### src/rtl/epc_pkg.sv
package epc_pkg;
   localparam int unsigned REG_W    = 32;
   localparam int unsigned CODE_W   = 8;
   localparam int unsigned NCNT     = 3;   // index 0: event 0, 1: event 1, 2: cycle

   typedef enum logic [1:0] {
      RA_CTRL = 2'd0,
      RA_CYC  = 2'd1,
      RA_EV0  = 2'd2,
      RA_EV1  = 2'd3
   } epc_addr_e;

   localparam int unsigned B_EN    = 0;
   localparam int unsigned B_EVCLR = 1;
   localparam int unsigned B_CYCLR = 2;
   localparam int unsigned B_DIV   = 3;
   localparam int unsigned B_IE    = 4;   // 3 bits: ev0, ev1, cycle
   localparam int unsigned B_OVF   = 8;   // 3 bits: ev0, ev1, cycle
   localparam int unsigned B_SEL0  = 12;
   localparam int unsigned B_SEL1  = 20;

   localparam logic [REG_W-1:0] RD_ZERO_MASK = 32'hF000_0886;
endpackage

### src/rtl/epc_counter.sv
module epc_counter #(
   parameter int unsigned W = 32
) (
   input  logic         clk,
   input  logic         rst_n,
   input  logic         clr,
   input  logic         ld,
   input  logic [W-1:0] ld_val,
   input  logic         inc,
   output logic [W-1:0] cnt_o,
   output logic         wrap_o
);
   logic [W-1:0] cnt_q;

   always_ff @(posedge clk or negedge rst_n) begin
      if (!rst_n)      cnt_q <= '0;
      else if (clr)    cnt_q <= '0;
      else if (ld)     cnt_q <= ld_val;
      else if (inc)    cnt_q <= cnt_q + 1'b1;
   end

   assign cnt_o  = cnt_q;
   assign wrap_o = inc & ~clr & ~ld & (&cnt_q);
endmodule

### src/rtl/epc_evt_sel.sv
module epc_evt_sel #(
   parameter int unsigned LINES  = 23,
   parameter int unsigned CODE_W = 8
) (
   input  logic [CODE_W-1:0] code,
   input  logic [LINES-1:0]  evt,
   output logic              hit_o
);
   always_comb begin
      hit_o = 1'b0;
      for (int i = 0; i < LINES; i++) begin
         if (code == CODE_W'(i)) hit_o = evt[i];
      end
   end
endmodule

### src/rtl/epc_prescale.sv
module epc_prescale #(
   parameter int unsigned DIV_LOG2 = 6
) (
   input  logic clk,
   input  logic rst_n,
   input  logic clr,
   input  logic adv,
   output logic tick_o
);
   logic [DIV_LOG2-1:0] pre_q;

   always_ff @(posedge clk or negedge rst_n) begin
      if (!rst_n)    pre_q <= '0;
      else if (clr)  pre_q <= '0;
      else if (adv)  pre_q <= pre_q + 1'b1;
   end

   assign tick_o = adv & ~clr & (&pre_q);
endmodule

### src/rtl/evt_perf_unit.sv
module evt_perf_unit
   import epc_pkg::*;
#(
   parameter int unsigned CNT_W     = 32,
   parameter int unsigned EVT_LINES = 23,
   parameter int unsigned DIV_LOG2  = 6
) (
   input  logic                 clk,
   input  logic                 rst_n,
   input  logic [1:0]           reg_addr,
   input  logic                 reg_we,
   input  logic [REG_W-1:0]     reg_wdata,
   output logic [REG_W-1:0]     reg_rdata,
   input  logic [EVT_LINES-1:0] evt_i,
   output logic                 irq_o
);
   localparam int unsigned IDX_CYC = NCNT - 1;

   if (CNT_W < 2 || CNT_W > REG_W) begin : g_bad_cnt_w
      $error("CNT_W must lie in 2..32");
   end
   if (EVT_LINES < 1 || EVT_LINES > 255) begin : g_bad_lines
      $error("EVT_LINES must lie in 1..255, code 0xFF is reserved");
   end
   if (DIV_LOG2 < 1 || DIV_LOG2 > 16) begin : g_bad_div
      $error("DIV_LOG2 must lie in 1..16");
   end

   logic                en_q, div_q;
   logic [NCNT-1:0]     ie_q, ovf_q;
   logic [CODE_W-1:0]   sel_q [2];

   logic                wr_ctrl;
   logic [NCNT-1:0]     clr, ld, inc, wrap;
   logic [CNT_W-1:0]    cnt [NCNT];
   logic [1:0]          hit;
   logic                tick;
   logic                unused_wbits;

   assign wr_ctrl = reg_we && (reg_addr == RA_CTRL);
   assign unused_wbits = ^{reg_wdata[31:28], reg_wdata[11], reg_wdata[7]};

   // control fields
   always_ff @(posedge clk or negedge rst_n) begin
      if (!rst_n) begin
         en_q     <= 1'b0;
         div_q    <= 1'b0;
         ie_q     <= '0;
         sel_q[0] <= '0;
         sel_q[1] <= '0;
      end else if (wr_ctrl) begin
         en_q     <= reg_wdata[B_EN];
         div_q    <= reg_wdata[B_DIV];
         ie_q     <= reg_wdata[B_IE +: NCNT];
         sel_q[0] <= reg_wdata[B_SEL0 +: CODE_W];
         sel_q[1] <= reg_wdata[B_SEL1 +: CODE_W];
      end
   end

   // sticky overflow flags, write-one-to-clear, a new wrap wins
   always_ff @(posedge clk or negedge rst_n) begin
      if (!rst_n) ovf_q <= '0;
      else        ovf_q <= (ovf_q & ~(wr_ctrl ? reg_wdata[B_OVF +: NCNT] : '0)) | wrap;
   end

   // event selection, one mux per event counter
   for (genvar e = 0; e < 2; e++) begin : g_sel
      epc_evt_sel #(.LINES(EVT_LINES), .CODE_W(CODE_W)) u_sel (
         .code  (sel_q[e]),
         .evt   (evt_i),
         .hit_o (hit[e])
      );
   end

   epc_prescale #(.DIV_LOG2(DIV_LOG2)) u_pre (
      .clk    (clk),
      .rst_n  (rst_n),
      .clr    (clr[IDX_CYC]),
      .adv    (en_q & div_q),
      .tick_o (tick)
   );

   // per-counter controls and instances
   for (genvar c = 0; c < NCNT; c++) begin : g_cnt
      if (c == IDX_CYC) begin : g_cyc
         assign clr[c] = wr_ctrl & reg_wdata[B_CYCLR];
         assign ld[c]  = reg_we && (reg_addr == RA_CYC);
         assign inc[c] = en_q & (div_q ? tick : 1'b1);
      end else begin : g_evt
         assign clr[c] = wr_ctrl & reg_wdata[B_EVCLR];
         assign ld[c]  = reg_we && (reg_addr == 2'(RA_EV0 + c));
         assign inc[c] = en_q & hit[c];
      end
      epc_counter #(.W(CNT_W)) u_cnt (
         .clk    (clk),
         .rst_n  (rst_n),
         .clr    (clr[c]),
         .ld     (ld[c]),
         .ld_val (reg_wdata[CNT_W-1:0]),
         .inc    (inc[c]),
         .cnt_o  (cnt[c]),
         .wrap_o (wrap[c])
      );
   end

   // read path
   always_comb begin
      reg_rdata = '0;
      unique case (reg_addr)
         RA_CTRL: begin
            reg_rdata[B_EN]              = en_q;
            reg_rdata[B_DIV]             = div_q;
            reg_rdata[B_IE +: NCNT]      = ie_q;
            reg_rdata[B_OVF +: NCNT]     = ovf_q;
            reg_rdata[B_SEL0 +: CODE_W]  = sel_q[0];
            reg_rdata[B_SEL1 +: CODE_W]  = sel_q[1];
         end
         RA_CYC:  reg_rdata[CNT_W-1:0] = cnt[IDX_CYC];
         RA_EV0:  reg_rdata[CNT_W-1:0] = cnt[0];
         default: reg_rdata[CNT_W-1:0] = cnt[1];
      endcase
   end

   assign irq_o = |(ovf_q & ie_q);
endmodule

### config.mk
export PLATFORM = sky130hd
export DESIGN_NAME = evt_perf_unit
export DESIGN_NICKNAME = d
export VERILOG_FILES = /design/src/rtl/epc_pkg.sv /design/src/rtl/epc_counter.sv /design/src/rtl/epc_evt_sel.sv /design/src/rtl/epc_prescale.sv /design/src/rtl/evt_perf_unit.sv
export SDC_FILE = /design/constraint.sdc
export NUM_CORES = 1
export LEC_CHECK = 0
export BUFFER_PORTS_ARGS = -buffer_cell sky130_fd_sc_hd__buf_2
export CAP_MARGIN = 40
export CORE_ASPECT_RATIO = 0.9
export CORE_MARGIN = 5
export CORE_UTILIZATION = 59
export CTS_BUF_LIST = sky130_fd_sc_hd__clkbuf_4
export DETAILED_ROUTE_END_ITERATION = 12
export HOLD_SLACK_MARGIN = 0.12
export PLACE_DENSITY = 0.81
export SLEW_MARGIN = 20
export SYNTH_ARGS = -nofsm -noshare
export SYNTH_HDL_FRONTEND = slang
export SYNTH_SLANG_ARGS = --single-unit
export TNS_END_PERCENT = 30
### constraint.sdc
create_clock -name clk -period 3.1 [get_ports clk]
set_clock_uncertainty 0.2 [all_clocks]
set_input_delay 0.31 -clock clk [delete_from_list [all_inputs] [get_ports clk]]
set_output_delay 0.31 -clock clk [all_outputs]
set_load 0.005 [all_outputs]
==> key figures, run 1 <==
Critical path
  • Largest delay contributor family on the critical path: compound AO/OA/AOI/OAI gates
  • CP bufs+invs: 2
  • Worst setup EP type: register
  • CP required: around 3300 ps
  • Critical Path Sink: g_cnt[1].u_cnt.cnt_o[24]
  • CP max stage cell: dfrtp_1
  • Delay of the slowest critical-path stage: ~600 ps
  • Critical-path cell list: mux2_2 > o211a_1 > a211oi_1 > o221a_2 > nor3_4 > buf_12 > o21ai_1 > buf_4 > o21ai_0
  • Setup crit start: sel_q[0]
  • Crit Path Max Fanout: 31
  • CP startpoint kind: register
  • Worst path depth: 9
  • Reg-to-reg slack, setup: around 220 ps
  • R2R depth: 9
  • Reg2reg end: g_cnt[1].u_cnt.cnt_o[24]
  • Reg-to-Reg Start: sel_q[0]
  • CP Class: register to register
  • WP data arrival: 3100 ps

Place
  • Placed Area: slightly below 9000 µm²
  • Dpl ws: between 300 and 400 ps
  • Dpl cells: 1104
  • GP Congestion: a little over 0.9
  • Port buffer count: 92
  • DP HPWL: ~17 mm

Die
  • DIE WIDTH: ~130 µm
  • Placeable Area: 13900 µm²
  • Initial Util: just under 60%
  • Full die area: about 16000 µm²
  • Die H: between 100 and 150 µm
  • Number of I/O pins: between 90 and 100
  • Row cnt: 41

Outcome
  • Status: complete, no violations

Synth
  • Post-synth top flop: dfrtp_1
  • Mapped cell area: roughly 8000 µm²
  • Synth area leaders: dfrtp_1 (38%), mux4_2 (7.7%), xor2_1 (5.2%), o21ai_0 (5.1%), nand2_1 (4.4%)
  • Synth Net Count: 939
  • Sequential-to-total area share from yosys stat: between 30% and 40%
  • Post-synth EDFFs: 0
  • Synthesis warning total: 0
  • Asr flop ratio synth: 100%
  • Yosys reg bits: 126
  • Post-Syn Instances: between 800 and 900
  • Syn_area_per_cell: between 9 and 10 µm²
  • Synth top area share: 38.3%
  • Distinct cells, synth: between 50 and 60
  • Area leader, netlist: dfrtp_1

GRT
  • Grt ovf: 0
  • Vias in the first global route: approximately 7500
  • Global-route wire length before repair: 39.4 mm
  • GRT Total Usage: 30.6%
  • Largest net degree at the start of global routing: 38
  • Initial antenna violation count: 0

Detailed routing
  • Number of DRC markers in iteration 0: 794
  • DR vias: between 7000 and 8000
  • First-pass DRT Iterations: 5
  • DRT Wirelength: around 25 mm
  • DR DRC count: 0
  • WL per Instance: about 21 µm
  • Detail Route Antenna Nets: 0
  • Drt via density: 6.58

Finish
  • Design area: 9630 µm²
  • Share of cells above drive strength 1: 23.3%
  • Syn-to-layout area delta: 17.0%
  • Ant. Diodes: 0
  • Fin cells: around 1200
  • Nets: between 1000 and 1500
  • Post-layout util: a little over two thirds

Pwr
  • Static leakage: approximately 4 nW
  • PwrDens: approximately 530 nW/µm²
  • Peak supply drop: between 0.2 and 0.3 mV

Timing
  • Post-route minimum period: about 2900 ps
  • Worst-Margin Slew: between 800 and 900 ps
  • Final setup viols: 0
  • Final WS setup: approximately 220 ps
  • RSZ-0062 raised after global routing: false
  • Slew Viols, Final: 0
  • Headroom to the max-slew limit: 43.2%
  • Final Hold Vio Count: 0
  • Sum Neg Setup Slack: 0 ps
  • Highest Clock Rate: roughly 0.35 GHz
  • Final period util: between 90 and 100%

CTS
  • H-tree Lvls: 4
  • # Post-CTS Setup Buffers: 0
  • Clk Tree Root Cell: clkbuf_4
  • Latest clock arrival within the worst-skew pair: approximately 550 ps
  • Clk slew on worst S/H paths: approximately 120 ps
  • Clk sink count: roughly 130
  • Max Root-Sink Buffers: 2
  • CTS tree: done
  • CTS Buf Count: 17

Run
  • Max_cap viols: 0

Hold path
  • Hold Crit Class: input port to register
[kinds of logic after synthesis]
| kind of cell | Yosys count | share of synthesized area, % |
|---|---|---|
| adders and majority gates | 4 | 0.608 |
| buffers and inverters | 81 | 4.23 |
| AOI/OAI and AO/OA | 207 | 14.8 |
| xor gates and xnor gates | 89 | 9.48 |
| and+or+nand+nor | 301 | 19.7 |
| muxes | 67 | 12.9 |
| DFF | 126 | 38.3 |
[state kept, by name, indices dropped and copies added, names as in the netlist]
register           flops
ovf_q                  3
div_q                  1
ie_q                   3
u_pre.pre_q            6
en_q                   1
sel_q                 16
g_cnt.u_cnt.cnt_o     96
[power by group]
group	switching (W)	internal (W)	leakage [nW]	total [W]
logic	0.000651	0.000713	2.17	0.00136
registers	0.000476	0.00195	1.55	0.00243
clock network	0.000640	0.000635	0.170	0.00128
total	0.00177	0.00330	3.89	0.00507
[synthesized netlist by cell type (10+ instances only)]
master    number
dfrtp_1      126
nand2_1       96
o21ai_0       83
a21oi_1       67
xor2_1        49
clkbuf_1      43
nand3_1       43
xnor2_1       40
nor2_1        32
nand4_1       31
mux2_2        29
mux4_2        28
nor3_1        22
and3_1        17
inv_1         17
o31ai_1       17
buf_2         14
nor4_1        11
mux2i_1       10
[cells in the final DEF, fill, tap and decap left out, drive strengths merged, types with 2 or more instances in the layout]
cell type      n
xor2          49
nand4         32
clkbuf        18
o31ai         18
or2            3
mux2i         10
nor4          21
mux4          28
ha             4
a21o           2
a22o           8
nor3b          2
dfrtp        126
and3          17
nand2         96
or3            3
nand3         43
a21oi         67
nor2b          3
and2           3
nor2          32
o221ai         2
nor3          26
mux2          29
dlygate4sd3   36
inv           17
bufinv         4
clkinv         9
a211oi         6
o21ai         88
and4           7
nand3b         4
buf          122
o211ai         5
nand2b         6
xnor2         40
[layout make-up]
| type | instances | area, µm² |
|---|---|---|
| Timing Repair Buffer | 158 | 1120 |
| Clock inverter | 14 | 174 |
| Tap cell | 172 | 215 |
| Fill cell | 1064 | 4220 |
| Multi-Input combinational cell | 668 | 4770 |
| Inverter | 17 | 63.8 |
| Clock buffer | 18 | 135 |
| Sequential cell | 126 | 3150 |
[worst min-delay path, cell delays in order]
cell	delay, ps
buf_2	160
nor3b_2	80
buf_4	190
o21ai_0	150
[worst min path at each step]
stage           startpoint                       to  slack (ps)  cells past startpoint
3_3_place_gp         rst_n  g_cnt[0].u_cnt.cnt_o[2]         120                      1
5_1_grt        reg_addr[1]                sel_q[11]         160                      4
6_report       reg_addr[1]                sel_q[11]         180                      4
2_1_floorplan        rst_n                    div_q        -190                      0
3_5_place_dp         rst_n  g_cnt[0].u_cnt.cnt_o[2]         120                      1
4_1_cts        reg_addr[1]                sel_q[11]         140                      4
[routing by layer]
| layer | vias up | GRT usage, % | routed length, µm |
|---|---|---|---|
| met5 | - | 0 | 0 |
| met4 | 0 | 11.0 | 702 |
| met3 | 65 | 8.18 | 2600 |
| met2 | 471 | 48.0 | 11300 |
| met1 | 3739 | 41.4 | 9950 |
| li1 | 3440 | - | - |
[timing repair]
| action | 4_1_cts | 5_1_grt |
|---|---|---|
| hold buffers | 37 | 0 |
| gates resized for setup | 0 | 0 |
| hold endpoints to repair | 246 | 0 |
| endpoints found under the setup margin | 0 | 0 |
[through the flow]
step	hold slack (ps)	total power, W
6_report	179	0.00507
5_1_grt	162	0.00532
4_1_cts	143	0.00504
3_5_place_dp	124	0.00374
3_3_place_gp	122	0.00368
2_1_floorplan	-186	0.00324
Note: power is estimated with default switching activity, not from simulation.
==> inputs of run 2 (changes only) <==
--- a/config.mk
+++ b/config.mk
@@ -9,11 +9,11 @@
 export CAP_MARGIN = 40
 export CORE_ASPECT_RATIO = 0.9
 export CORE_MARGIN = 5
-export CORE_UTILIZATION = 59
+export CORE_UTILIZATION = 55
 export CTS_BUF_LIST = sky130_fd_sc_hd__clkbuf_4
 export DETAILED_ROUTE_END_ITERATION = 12
 export HOLD_SLACK_MARGIN = 0.12
-export PLACE_DENSITY = 0.81
+export PLACE_DENSITY = 0.8
 export SLEW_MARGIN = 20
 export SYNTH_ARGS = -nofsm -noshare
 export SYNTH_HDL_FRONTEND = slang
==> constraint.sdc (replaced) <==
create_clock -name clk -period 2.62 [get_ports clk]
set_clock_uncertainty 0.2 [all_clocks]
set_input_delay 0.393 -clock clk [delete_from_list [all_inputs] [get_ports clk]]
set_output_delay 0.393 -clock clk [all_outputs]
set_load 0.005 [all_outputs]
==> key figures, run 2 (synthesis gave the netlist of run 1 again) <==
Run
  • Max_cap viols: 0 (unchanged)

Die
  • Number of I/O pins: 93 (unchanged)
  • Initial Util: 55.9% (-3.5 points)
  • Placeable Area: 14700 µm² (+6.2%)
  • Full die area: 17500 µm² (+6.7%)
  • Row cnt: 42 (+2.4%)
  • DIE WIDTH: 139 µm (+3.3%)
  • Die H: 126 µm (+3.3%)

Detailed routing
  • DR DRC count: 0 (unchanged)
  • Number of DRC markers in iteration 0: 1090 (+37%)
  • First-pass DRT Iterations: 6 (+1)
  • DR vias: 7867 (+2.0%)
  • WL per Instance: 20.3 µm (-3.2%)
  • Drt via density: 6.40 (-2.7%)
  • Detail Route Antenna Nets: 0 (unchanged)
  • DRT Wirelength: 25.0 mm (+1.4%)

Critical path
  • CP max stage cell: o41ai_1
  • CP Class: register to register
  • CP bufs+invs: 2 (unchanged)
  • WP data arrival: 2950 ps (-150 ps)
  • CP required: 2890 ps (-430 ps)
  • Critical-path cell list: nor3_1 > nand3_1 > o41ai_1 > nor3_4 > buf_12 > clkbuf_16 > a211o_1 > nand2_1 > nor2_1
  • Crit Path Max Fanout: 13 (-58%)
  • CP startpoint kind: register
  • Delay of the slowest critical-path stage: 620 ps (about the same)
  • Worst setup EP type: register
  • Largest delay contributor family on the critical path: compound AO/OA/AOI/OAI gates
  • Reg-to-reg slack, setup: -60 ps (-280 ps)

Finish
  • Commonest non-fill, non-tap cell in the layout: dfrtp_1
  • Max FFs per register: 96 (unchanged)
  • Design area: 9970 µm² (+3.6%)
  • Storage cell area: 3160 µm² (+0.20%)
  • Nets: 1086 (+3.2%)
  • Multi-input gate area: 4910 µm² (+3.0%)
  • Syn-to-layout area delta: 21.3%
  • Post-layout util: 67.8% (-1.7 points)
  • Share of cells above drive strength 1: 27.7% (+4.4 points)
  • Fill cells: 1121 (+5.4%)
  • Commonest cells after routing, fill and taps aside: dfrtp_1 (121), nand2_1 (95), buf_2 (91)

Place
  • Dpl ws: -23.8 ps (-370 ps)
  • GP Congestion: 0.912 (-0.43%)
  • Placed Area: 9220 µm² (+3.1%)
  • Port buffer count: 92 (unchanged)
  • DP HPWL: 17.5 mm (+3.4%)

CTS
  • Clk sink count: 126 (unchanged)
  • Clk Tree Root Cell: clkbuf_4
  • Clk slew on worst S/H paths: 110 ps (about the same)
  • Latest clock arrival within the worst-skew pair: 570 ps (+20 ps)
  • CTS Buf Count: 17 (unchanged)
  • CTS tree: done
  • Max Root-Sink Buffers: 2 (unchanged)
  • H-tree Lvls: 4 (unchanged)

Timing
  • Highest Clock Rate: 0.374 GHz (+7.5%)
  • Final Hold Vio Count: 0 (unchanged)
  • RSZ-0062 raised after global routing: true
  • Slew Viols, Final: 0 (unchanged)
  • Final period util: 102% (+9.4 points)
  • Headroom to the max-slew limit: 33.6% (-9.6 points)
  • Worst-Margin Slew: 995 ps (+143 ps)
  • Final WS setup: -56.6 ps (-280 ps)
  • Final setup viols: 11 (+11)
  • Post-route minimum period: 2680 ps (-200 ps)
  • Hold Slack: 136 ps (-42.7 ps)

Pwr
  • Sequential power share: 49.5% (+1.6 points)
  • PwrDens: 573 nW/µm² (+8.7%)
  • Peak supply drop: 0.520 mV (+84%)
  • Logic pwr share: 31.5% (+4.6 points)
  • Clock power frac: 18.9% (-6.2 points)
  • Int Power: 0.00363 W (+9.8%)
  • Sw Share: 36.5% (+1.6 points)
  • Psw: 0.00208 W (+18%)
  • Static leakage: 4.07 nW (+4.6%)

Hold path
  • Hold Crit Class: input port to async pin

GRT
  • Initial antenna violation count: 1 (+1)
  • Vias in the first global route: 7530 (+1.1%)
  • GRT Total Usage: 28.5% (-2.2 points)
  • Largest net degree at the start of global routing: 64 (+68%)
  • Global-route wire length before repair: 40.0 mm (+1.5%)
  • Grt ovf: 0 (unchanged)

Outcome
  • Status: complete, but fails checks
  • Failing checks: setup timing
[run 2: changes by cell type in the layout (fill, tap and decap cells not counted), sizes merged]
cell         delta
clkinvlp        -1
bufinv          -4
dlygate4sd3     -3
diode           +1
clkinv          -3
buf            +36
clkbuf          +4
[run 2: per-layer routing]
metal / track usage, % / up-vias / share of wire, % / routed length, µm
li1: - / 3507 / - / -
met1: 40.0 / 3859 / 41 / 10300
met2: 44.6 / 441 / 46 / 11600
met3: 5.91 / 60 / 9.8 / 2430
met4: 9.15 / 0 / 2.4 / 600
met5: 0 / - / 0 / 0
[run 2: final timing paths]
check,cells past startpoint,to,from
worst min register to register,1,ie_q[1],ie_q[1]
min in group clk,4,u_pre.pre_q[3],reg_addr[0]
max in group asynchronous,3,sel_q[8],rst_n
worst min-delay path,2,g_cnt[0].u_cnt.cnt_o[1],rst_n
worst max-delay path,9,g_cnt[1].u_cnt.cnt_o[30],sel_q[6]
worst max register to register,9,g_cnt[1].u_cnt.cnt_o[30],sel_q[6]
[run 2: timing repair]
| item | 4_1_cts | 5_1_grt |
|---|---|---|
| setup buffers | 0 | 5 |
| endpoints found under the setup margin | 12 | 63 |
| hold buffers | 33 | 0 |
| gates cloned | 0 | 1 |
| hold endpoints to repair | 221 | 0 |
| pin swaps | 0 | 17 |
| gates resized for setup | 1 | 36 |
[run 2: cell type report]
type | instances | share of cell area (%)
multi-input combinational | 668 | 49.2
clock buffer | 21 | 1.58
antenna | 1 | 0.0251
inverter | 17 | 0.640
sequential | 126 | 31.7
tap | 198 | 2.48
timing repair buffer | 192 | 14.1
clock inverter | 6 | 0.251
[run 2: power groups by stage]
stage               sequential (W)  clock, W  combinational [W]
CTS                        0.00281   0.00108            0.00170
floorplan                  0.00267         0            0.00117
finish                     0.00283   0.00108            0.00180
global route               0.00289   0.00116            0.00197
detailed placement         0.00284         0            0.00166
global placement           0.00282         0            0.00161
[run 2: metrics by stage]
| stage | std cells | power [W] | setup TNS, ps |
|---|---|---|---|
| 6_report | 1229 | 0.00571 | -232 |
| 2_1_floorplan | 875 | 0.00383 | 0 |
| 5_1_grt | 1229 | 0.00602 | -2760 |
| 3_3_place_gp | 1162 | 0.00443 | 0 |
| 3_5_place_dp | 1162 | 0.00450 | -23.8 |
| 4_1_cts | 1222 | 0.00559 | 0 |
==> inputs of run 3 (changes only) <==
--- a/config.mk
+++ b/config.mk
@@ -7,9 +7,11 @@
 export LEC_CHECK = 0
 export BUFFER_PORTS_ARGS = -buffer_cell sky130_fd_sc_hd__buf_2
 export CAP_MARGIN = 40
+export CELL_PAD_IN_SITES_DETAIL_PLACEMENT = 0
+export CELL_PAD_IN_SITES_GLOBAL_PLACEMENT = 1
 export CORE_ASPECT_RATIO = 0.9
 export CORE_MARGIN = 5
-export CORE_UTILIZATION = 55
+export CORE_UTILIZATION = 43
 export CTS_BUF_LIST = sky130_fd_sc_hd__clkbuf_4
 export DETAILED_ROUTE_END_ITERATION = 12
 export HOLD_SLACK_MARGIN = 0.12
==> key figures, run 3 (synthesis gave the netlist of run 1 again) <==
Outcome
  • Status: complete, no violations

Finish
  • Commonest cells after routing, fill and taps aside: dfrtp_1 (123), nand2_1 (93), buf_2 (92)
  • Max FFs per register: 96 (unchanged)
  • Multi-input gate area: 4890 µm² (-0.31%)
  • Post-layout util: 54.3% (-14 points)
  • Commonest non-fill, non-tap cell in the layout: dfrtp_1
  • Storage cell area: 3160 µm² (about the same)
  • Ant. Diodes: 0 (-1)
  • Fin cells: 1307 (+6.3%)
  • Fill cells: 1721 (+54%)
  • Nets: 1109 (+2.1%)
  • Share of cells above drive strength 1: 29.2% (+1.6 points)
  • Syn-to-layout area delta: 25.2%

GRT
  • Grt ovf: 0 (unchanged)
  • Largest net degree at the start of global routing: 43 (-33%)
  • Initial antenna violation count: 0 (-1)
  • Global-route wire length before repair: 43.5 mm (+8.9%)
  • Vias in the first global route: 7584 (+0.72%)
  • GRT Total Usage: 25.3% (-3.1 points)

Pwr
  • Total power draw: 0.00605 W (+6.0%)
  • PwrDens: 588 nW/µm² (+2.6%)
  • Peak supply drop: 0.246 mV (-53%)
  • Static leakage: 4.22 nW (+3.8%)

Place
  • DP HPWL: 19.7 mm (+12%)
  • Port buffer count: 92 (unchanged)
  • Dpl cells: 1236 (+6.4%)
  • GP Congestion: 0.893 (-2.1%)

Detailed routing
  • DR DRC count: 0 (unchanged)
  • DRT Wirelength: 27.6 mm (+11%)
  • Number of DRC markers in iteration 0: 676 (-38%)
  • First-pass DRT Iterations: 5 (-1)
  • DR vias: 7765 (-1.3%)
  • Detail Route Antenna Nets: 0 (unchanged)
  • WL per Instance: 21.1 µm (+3.9%)
  • Drt via density: 5.94 (-7.2%)

CTS
  • Max Root-Sink Buffers: 2 (unchanged)
  • Clk slew on worst S/H paths: 120 ps (about the same)
  • Clk Tree Root Cell: clkbuf_4
  • CTS Buf Count: 17 (unchanged)
  • Latest clock arrival within the worst-skew pair: 560 ps (about the same)
  • H-tree Lvls: 4 (unchanged)
  • CTS tree: done
  • Clk sink count: 126 (unchanged)

Critical path
  • CP required: 2860 ps (-30 ps)
  • CP startpoint kind: register
  • WP data arrival: 2820 ps (-130 ps)
  • Worst setup EP type: register
  • Crit Path Max Fanout: 15 (+2)
  • CP Class: register to register

Die
  • Full die area: 22000 µm² (+26%)
  • Initial Util: 43.3% (-13 points)
  • DIE WIDTH: 156 µm (+12%)
  • Number of I/O pins: 93 (unchanged)
  • Die H: 141 µm (+12%)
  • Placeable Area: 19000 µm² (+29%)
  • Row cnt: 48 (+14%)

Timing
  • Slew Viols, Final: 0 (unchanged)
  • Hold Slack: 208 ps (+71.2 ps)
  • Worst-Margin Slew: 642 ps (-353 ps)
  • Final Hold Vio Count: 0 (unchanged)
  • Post-route minimum period: 2580 ps (-92.1 ps)
  • Final period util: 98.6% (-3.5 points)
  • Highest Clock Rate: 0.387 GHz (+3.6%)
  • RSZ-0062 raised after global routing: true
  • Headroom to the max-slew limit: 56.9% (+23 points)
  • Final setup viols: 0 (-11)
  • Sum Neg Setup Slack: 0 ps (+232 ps)

Run
  • Max_cap viols: 0 (unchanged)

Hold path
  • Hold Crit Class: input port to async pin
-- run 3: cell types whose count changed in the layout (fill, tap and decap cells not counted), moves of 2 or more --
cell and delta:
buf_4 +17, nor4_2 -4, nor4_1 +3, buf_12 +2
buf_6 +2, bufinv_16 +2, dfrtp_1 +2, dfrtp_2 -2
nand2_1 -2, nand2_2 +2, o21ai_0 +2, o21ai_1 -2
-- run 3: final timing paths --
kind / from / to / slack (ps) / cells after the start
worst min-delay path: rst_n / g_cnt[0].u_cnt.cnt_o[20] / 210 / 3
worst min register to register: ie_q[0] / ie_q[0] / 360 / 1
worst max register to register: sel_q[0] / g_cnt[1].u_cnt.cnt_o[7] / 40 / 10
min in group clk: reg_addr[1] / u_pre.pre_q[3] / 220 / 4
max in group asynchronous: rst_n / g_cnt[2].u_cnt.cnt_o[23] / 1100 / 3
worst max-delay path: sel_q[0] / g_cnt[1].u_cnt.cnt_o[7] / 40 / 10
-- run 3: cell type report --
type                    count  share of cell area [%]
multi-input cells         668                    47.5
flip-flops and latches    126                    30.7
repair buffers            215                    15.7
well taps                 250                    3.04
clock buffers              21                    1.53
clock inverters            10                   0.948
inverters                  17                   0.620
-- run 3: what timing repair did --
item                                    CTS  global route
buffers inserted                          0             4
endpoints found under the setup margin    0            49
hold endpoints to repair                246             0
resized for setup                         0            34
hold buffers                             35             0
-- run 3: power breakdown --
part / internal, W / switching (W) / total (W)
clock network: 0.000585 / 0.000736 / 0.00132
registers: 0.00232 / 0.000501 / 0.00282
logic: 0.000995 / 0.000918 / 0.00191
total: 0.00390 / 0.00215 / 0.00605
-- run 3: worst max-delay path, stage by stage, from the launching register on --
cell	delay, ps
dfrtp_2	480
buf_6	120
mux4_2	510
o2111ai_2	180
o221a_2	230
nor3_4	50
buf_4	150
clkbuf_16	180
nand3_2	80
xor2_1	190
a21oi_1	90
-- run 3: per-layer routing --
layer  wire [µm]  global-route usage, %
met1       12200                   36.7
met2       12100                   38.0
met3        2580                   5.92
met4         665                   7.42
met5           0                      0
-- run 3: metrics by stage --
step | cell area [µm²] | setup WS (ps)
final | 10300 | 35.5
after global routing | 10300 | -90.3
after CTS | 10100 | 21.4
after detailed placement | 9500 | 54.9
after global placement | 9500 | 76.3
after floorplan | 8230 | 209
